### config.mk
export PLATFORM = sky130hd
export DESIGN_NAME = seq_chk_top
export DESIGN_NICKNAME = d
export VERILOG_FILES = /design/src/rtl/seq_chk_pkg.sv /design/src/rtl/seq_chk_datapath.sv /design/src/rtl/seq_chk_control.sv /design/src/rtl/seq_chk_top.sv
export SDC_FILE = /design/constraint.sdc
export NUM_CORES = 1
export LEC_CHECK = 0
export ABC_AREA = 1
export BUFFER_PORTS_ARGS = -buffer_cell sky130_fd_sc_hd__buf_2
export CAP_MARGIN = 20
export CORE_AREA = 2 2 39 41
export DETAILED_ROUTE_END_ITERATION = 10
export DIE_AREA = 0 0 41 43
export SETUP_SLACK_MARGIN = 0.05
export SLEW_MARGIN = 20
export SYNTH_ARGS = -nofsm -noshare
export SYNTH_HDL_FRONTEND = slang
export SYNTH_SLANG_ARGS = --single-unit
### constraint.sdc
create_clock -name clk -period 3.06 [get_ports clk]
set_clock_uncertainty 0.05 [all_clocks]
set_input_delay 0.153 -clock clk [delete_from_list [all_inputs] [get_ports clk]]
set_output_delay 0.153 -clock clk [all_outputs]
set_load 0.01 [all_outputs]
### src/rtl/seq_chk_pkg.sv
package seq_chk_pkg;
  localparam int NUM_SRC = 3;
  localparam int ST_W = $clog2(NUM_SRC + 2);

  // Waiting states are numbered by the index of the source expected next.
  typedef enum logic [ST_W-1:0] {
    ST_WAIT_A   = 3'd0,
    ST_WAIT_B   = 3'd1,
    ST_WAIT_C   = 3'd2,
    ST_ALL_DONE = 3'd3,
    ST_BAD      = 3'd4
  } chkState_t;

  typedef struct packed {
    logic               anyDone;
    logic               multiDone;
    logic [NUM_SRC-1:0] hit;
  } pulseEv_t;

  typedef struct packed {
    logic roundClean;
  } ctlStrobe_t;
endpackage

### src/rtl/seq_chk_datapath.sv
module seq_chk_datapath
  import seq_chk_pkg::*;
(
  input  logic       doneA,
  input  logic       doneB,
  input  logic       doneC,
  input  logic       check,
  input  ctlStrobe_t ctl,
  output pulseEv_t   ev,
  output logic       err
);
  logic [NUM_SRC-1:0] doneVec;
  logic [NUM_SRC:0]   anyChain;
  logic [NUM_SRC:0]   multiChain;

  assign doneVec = {doneC, doneB, doneA};

  assign anyChain[0]   = 1'b0;
  assign multiChain[0] = 1'b0;
  for (genvar i = 0; i < NUM_SRC; i++) begin : g_reduce
    assign anyChain[i+1]   = anyChain[i] | doneVec[i];
    assign multiChain[i+1] = multiChain[i] | (anyChain[i] & doneVec[i]);
  end

  always_comb begin
    ev.hit       = doneVec;
    ev.anyDone   = anyChain[NUM_SRC];
    ev.multiDone = multiChain[NUM_SRC];
  end

  // A pulse in the check cycle spoils an otherwise clean round.
  assign err = check & ~(ctl.roundClean & ~ev.anyDone);
endmodule

### src/rtl/seq_chk_control.sv
module seq_chk_control
  import seq_chk_pkg::*;
(
  input  logic       clk,
  input  logic       rst,
  input  logic       check,
  input  pulseEv_t   ev,
  output ctlStrobe_t ctl,
  output chkState_t  stateQ
);
  chkState_t stateD;
  logic [NUM_SRC-1:0] expectHit;

  always_comb begin
    expectHit = '0;
    if (stateQ < ST_ALL_DONE) expectHit[stateQ[1:0]] = 1'b1;
  end

  always_comb begin
    stateD = stateQ;
    if (check) begin
      stateD = ST_WAIT_A;
    end else if (ev.anyDone) begin
      if (ev.multiDone || stateQ >= ST_ALL_DONE || ev.hit != expectHit)
        stateD = ST_BAD;
      else
        stateD = chkState_t'(stateQ + 1'b1);
    end
  end

  always_ff @(posedge clk) begin
    if (rst) stateQ <= ST_WAIT_A;
    else     stateQ <= stateD;
  end

  assign ctl.roundClean = (stateQ == ST_ALL_DONE);
endmodule

### src/rtl/seq_chk_top.sv
module seq_chk_top
  import seq_chk_pkg::*;
(
  input  logic clk,
  input  logic rst,
  input  logic doneA,
  input  logic doneB,
  input  logic doneC,
  input  logic check,
  output logic err
);
  pulseEv_t   ev;
  ctlStrobe_t ctl;
  chkState_t  ctlState;

  seq_chk_datapath u_dp (
    .doneA(doneA), .doneB(doneB), .doneC(doneC), .check(check),
    .ctl(ctl), .ev(ev), .err(err)
  );

  seq_chk_control u_ctl (
    .clk(clk), .rst(rst), .check(check), .ev(ev),
    .ctl(ctl), .stateQ(ctlState)
  );
endmodule

Yosys cells after proc, flatten, opt, wreduce, memory -nomap -nowiden
Cells that the tools add are included.
{"block": "totals", "register_bits": 3, "in_bits": 6, "out_inout_bits": 1, "wordCells": 25}
{"block": "op_classes", "addsub": 1, "magnitude_cmp": 4, "eq_ne": 2, "muxes": 4, "bitwise_logic": 9, "reduce_logical": 4}
{"cell": "$mux W3", "n": 2}
{"cell": "$and A1 B1 Y1", "n": 4}
{"cell": "$add A3 B1 Y3 const B", "n": 1}
{"cell": "$eq A3 B2 Y1 const B", "n": 1}
{"cell": "$ge A3 B2 Y1 const B", "n": 1}
{"cell": "$lt A2 B3 Y1 const B", "n": 1}
{"cell": "$lt A3 B2 Y1 const B", "n": 1}
{"cell": "$ne A3 B3 Y1", "n": 1}
{"cell": "$or A1 B1 Y1", "n": 3}
{"cell": "$demux W1 S2", "n": 1}
{"cell": "$ge A2 B1 Y1 const B", "n": 1}
{"cell": "$logic_or A1 B1 Y1", "n": 2}
{"cell": "$not A1 Y1", "n": 2}
{"cell": "$reduce_or A2 Y1", "n": 1}
{"cell": "$logic_and A1 B1 Y1", "n": 1}
{"cell": "$mux W1", "n": 1}

Longest topological paths before layout
{"block": "depth", "depth_word": 8, "mapped_depth": 10, "mapped_depth_nobuf": 10}

Cells and area by module
A second synthesis with hierarchy kept.
{"block": "hier_totals", "cells_unflattened": 55, "hier_area_um2": 330.3}
{"module": "seq_chk_control", "n_inst": 1, "cells_each": 44, "area_each_um2": 272.8}
{"module": "seq_chk_datapath", "n_inst": 1, "cells_each": 11, "area_each_um2": 57.6}

Worst setup path after synthesis
Ideal clock, no wire load.
{"block": "synth_path", "path_kind": "reg2reg", "start": "reg u_ctl.stateQ[0]", "end": "reg u_ctl.stateQ[2]", "setup_time_ns": 0.119, "arrival_ns": 1.154, "t_required_ns": 2.891, "setup_slack_ns": 1.736, "stages_incl_launch_ff": 9, "n_path_buf": 0, "cell_sequence": "dfxtp_1 -> ha_1 -> ha_1 -> nor2_1 -> nand2_1 -> nor2_1 -> nand2_1 -> nor2_2 -> a21oi_1"}
{"block": "synth_via", "elab_chain_cells": 8, "word_cells_on_any_way": 13, "cone_classes": "add/sub (1); order compare (4); eq/ne (1); mux (4); reduce/logical (3)"}
{"element": "from (decl)", "line": "seq_chk_control.sv:9", "source": "output chkState_t stateQ"}
{"element": "from (signal assigned)", "line": "seq_chk_control.sv:33", "source": "else stateQ <= stateD;"}
{"element": "$lt A2 B3 Y1 (implied by the code) / $ge A2 B1 Y1 (equally long branches)", "line": "seq_chk_control.sv:16", "source": "if (stateQ < ST_ALL_DONE) expectHit[stateQ[1:0]] = 1'b1;"}
{"element": "$logic_and A1 B1 Y1 (implied by the code)", "line": "seq_chk_control.sv:16"}
{"element": "$mux W1 (implied by the code)", "line": "seq_chk_control.sv:16"}
{"element": "$demux W1 S2"}
{"element": "$mux W3", "line": "seq_chk_control.sv:16"}
{"element": "$ne A3 B3 Y1", "line": "seq_chk_control.sv:24", "source": "if (ev.multiDone || stateQ >= ST_ALL_DONE || ev.hit != expectHit)"}
{"element": "$logic_or A1 B1 Y1", "line": "seq_chk_control.sv:24"}
{"element": "$mux W3 *", "line": "seq_chk_control.sv:24"}
Every way passes the cells marked *; elsewhere a longest branch is shown, timed or not.
A chain may end at the register's enable or synchronous reset.

Worst setup path in the final report
Same ends and word-level chain as after synthesis.

==> impl_metrics.tcl <==
set metrics [dict create \
    die_x_um 41 \
    dp_hpwl_um 504 \
    status "finished clean" \
    synth_compound_area_frac 0.0923 \
    critPathKind "register to register" \
    dr.pass1.iters 2 \
    setup_viol 0 \
    drt_iter0_drc 1 \
    drive_gt1_frac 0.227 \
    clk_pin_slew_ps 30 \
    netlist_instances 56 \
    setup_tns_ps 0 \
    maxCapViolCount 0 \
    fmax_ghz 0.699 \
    htreeDepth 1 \
    first_global_vias 289 \
    max_slew_margin 0.868 \
    multi_input_area_um2 220 \
    synth.avg_cell_area_um2 5.81 \
    finalHoldViolCount 0 \
    synthFlopType "dfxtp_1" \
    hold_buffers 0 \
    ant_nets 0 \
    yosys.area_share.xor_xnor 0 \
    drc 0 \
    tritoncts "built" \
    antenna_found_initial 0 \
    dieArea_um2 1760 \
    seqCellArea_um2 60.1 \
    fin_nets 78 \
    grt_usage 0.0842 \
    io_buffers 6 \
    synth_top_area_frac 0.208 \
    synth_nets 67 \
    core_area_um2 1380 \
    top_register "u_ctl.stateQ" \
    setup_ws_ps 1630 \
    yosys.area_share.simple 0.392 \
    synth_fa_ha_area_frac 0.192 \
    synth_top_family_by_area "simple AND/OR/NAND/NOR gates" \
    synth_area_leaders "nand2_1, ha_1, dfxtp_1, inv_1, nor2_2" \
    numCtsBuffers 3 \
    postPlaceCellArea_um2 375 \
    dpl_worst_slack_ps 1620 \
    gp_congestion 0.762 \
    nFillCells 160 \
    rows 14 \
    final_area_um2 402 \
    drt-total-wl_um 586 \
    synth-seq-cells 3 \
    power.density_nw_per_um2 324 \
    grt_max_degree 6 \
    synth.yosys.seq_area_share 0.185 \
    pin_count 7 \
    ctsResizeCount 0 \
    power_uw 130 \
    grt_setup_unrepaired "no" \
    grt_overflow 0 \
    ys_types 11 \
    layoutNonFillerInstCount 82 \
    post_cts_buffers 0 \
    wl_per_cell_um 7.15 \
    ys_async_sr_fraction 0 \
    dp_cells 78 \
    period_share 0.468 \
    insertion_delay_ps 230 \
    crit_arrival_ps 1490 \
    peakVddDrop_mv 0.234 \
    slew_viol_final 0 \
    cts.sinks 3 \
    syn_area_um2 325 \
    min_path_type "input port to register" \
    startpoint_type "register" \
    largest_register_ffs 3 \
    yosys.area.top_type "nand2_1" \
    final_core_util 0.290 \
    via_per_inst 4.00 \
    worstMarginPinSlew_ps 196 \
    synth_warnings 0 \
    start_util 0.235 \
    synth_edf_count 0 \
    cp_data_required_time_ps 3120 \
    vias 328 \
    end_kind "register" \
    root_buffer "clkbuf_4" \
    die_h_um 43 \
    period_needed_ps 1430 \
    top_regs "u_ctl.stateQ: 3 flops" \
    areaGrowthSynthToFinish_pct 23.5 \
    p_leak_nw 0.232 \
    cts.path.max_buffers 2 \
    synth_common_cells "nand2_1, inv_1, nor2_1, ha_1" \
    synth.area.mux_share 0 \
    n_antenna_cell 0 \
    whs_ps 131 \
    cp_max_fo 5 \
    grt_pass1_wl_mm 1.06 \
    synth.most_common_cell "nand2_1" \
]
==> cells by family after synthesis <==
logic type,count (synthesis)
adder cells (fa/ha/maj),5
AO/OA/AOI/OAI,6
flip-flops,3
buffers and inverters,12
AND/OR/NAND/NOR,30
==> cell usage in the layout (no fill, tap or decap) <==
master     n
nand2_1   18
inv_1     11
nor2_1     6
buf_2      6
ha_1       5
nor2_2     4
a21oi_1    4
clkbuf_4   3
dfxtp_1    3
o21ai_0    2
inv_2      1
nand2_2    1
nand4_1    1
clkbuf_1   1
==> area by class of cell <==
type,instances,area share
multi-input cells,41,0.548
flip-flops and latches,3,0.150
inverters,12,0.112
repair buffers,6,0.0748
clock buffers,4,0.0654
well taps,16,0.0498
==> critical path, cell delays in order (launching register included) <==
cell	delay [ps]
dfxtp_1	340
ha_1	210
ha_1	180
nor2_1	130
nand2_1	70
nor2_1	90
nand2_1	60
nor2_2	100
a21oi_1	80
==> layer usage <==
metal,vias to the layer above,part of all wire,track usage
li1,187,-,-
met1,139,0.50,0.105
met2,2,0.49,0.131
met3,0,0.010,0.0157
met4,0,0,0.0400
met5,-,0,0
==> path summary, 6_finish.rpt <==
path / start / end / slack, ps / cells past startpoint
setup / recovery: u_ctl.stateQ[0]$_SDFFE_PP0P_ / u_ctl.stateQ[2]$_SDFFE_PP0P_ / 1630 / 8
hold / removal: rst / u_ctl.stateQ[1]$_SDFFE_PP0P_ / 130 / 4
setup reg to reg: u_ctl.stateQ[0]$_SDFFE_PP0P_ / u_ctl.stateQ[2]$_SDFFE_PP0P_ / 1630 / 8
hold reg to reg: u_ctl.stateQ[1]$_SDFFE_PP0P_ / u_ctl.stateQ[1]$_SDFFE_PP0P_ / 470 / 2
==> power breakdown <==
group / total [mW] / leakage, nW / internal (mW) / switching [mW]
clock: 0.0665 / 0.0150 / 0.0487 / 0.0178
combinational: 0.0220 / 0.193 / 0.00886 / 0.0131
sequential: 0.0415 / 0.0244 / 0.0405 / 0.00102
(Power assumes the default switching activity.)
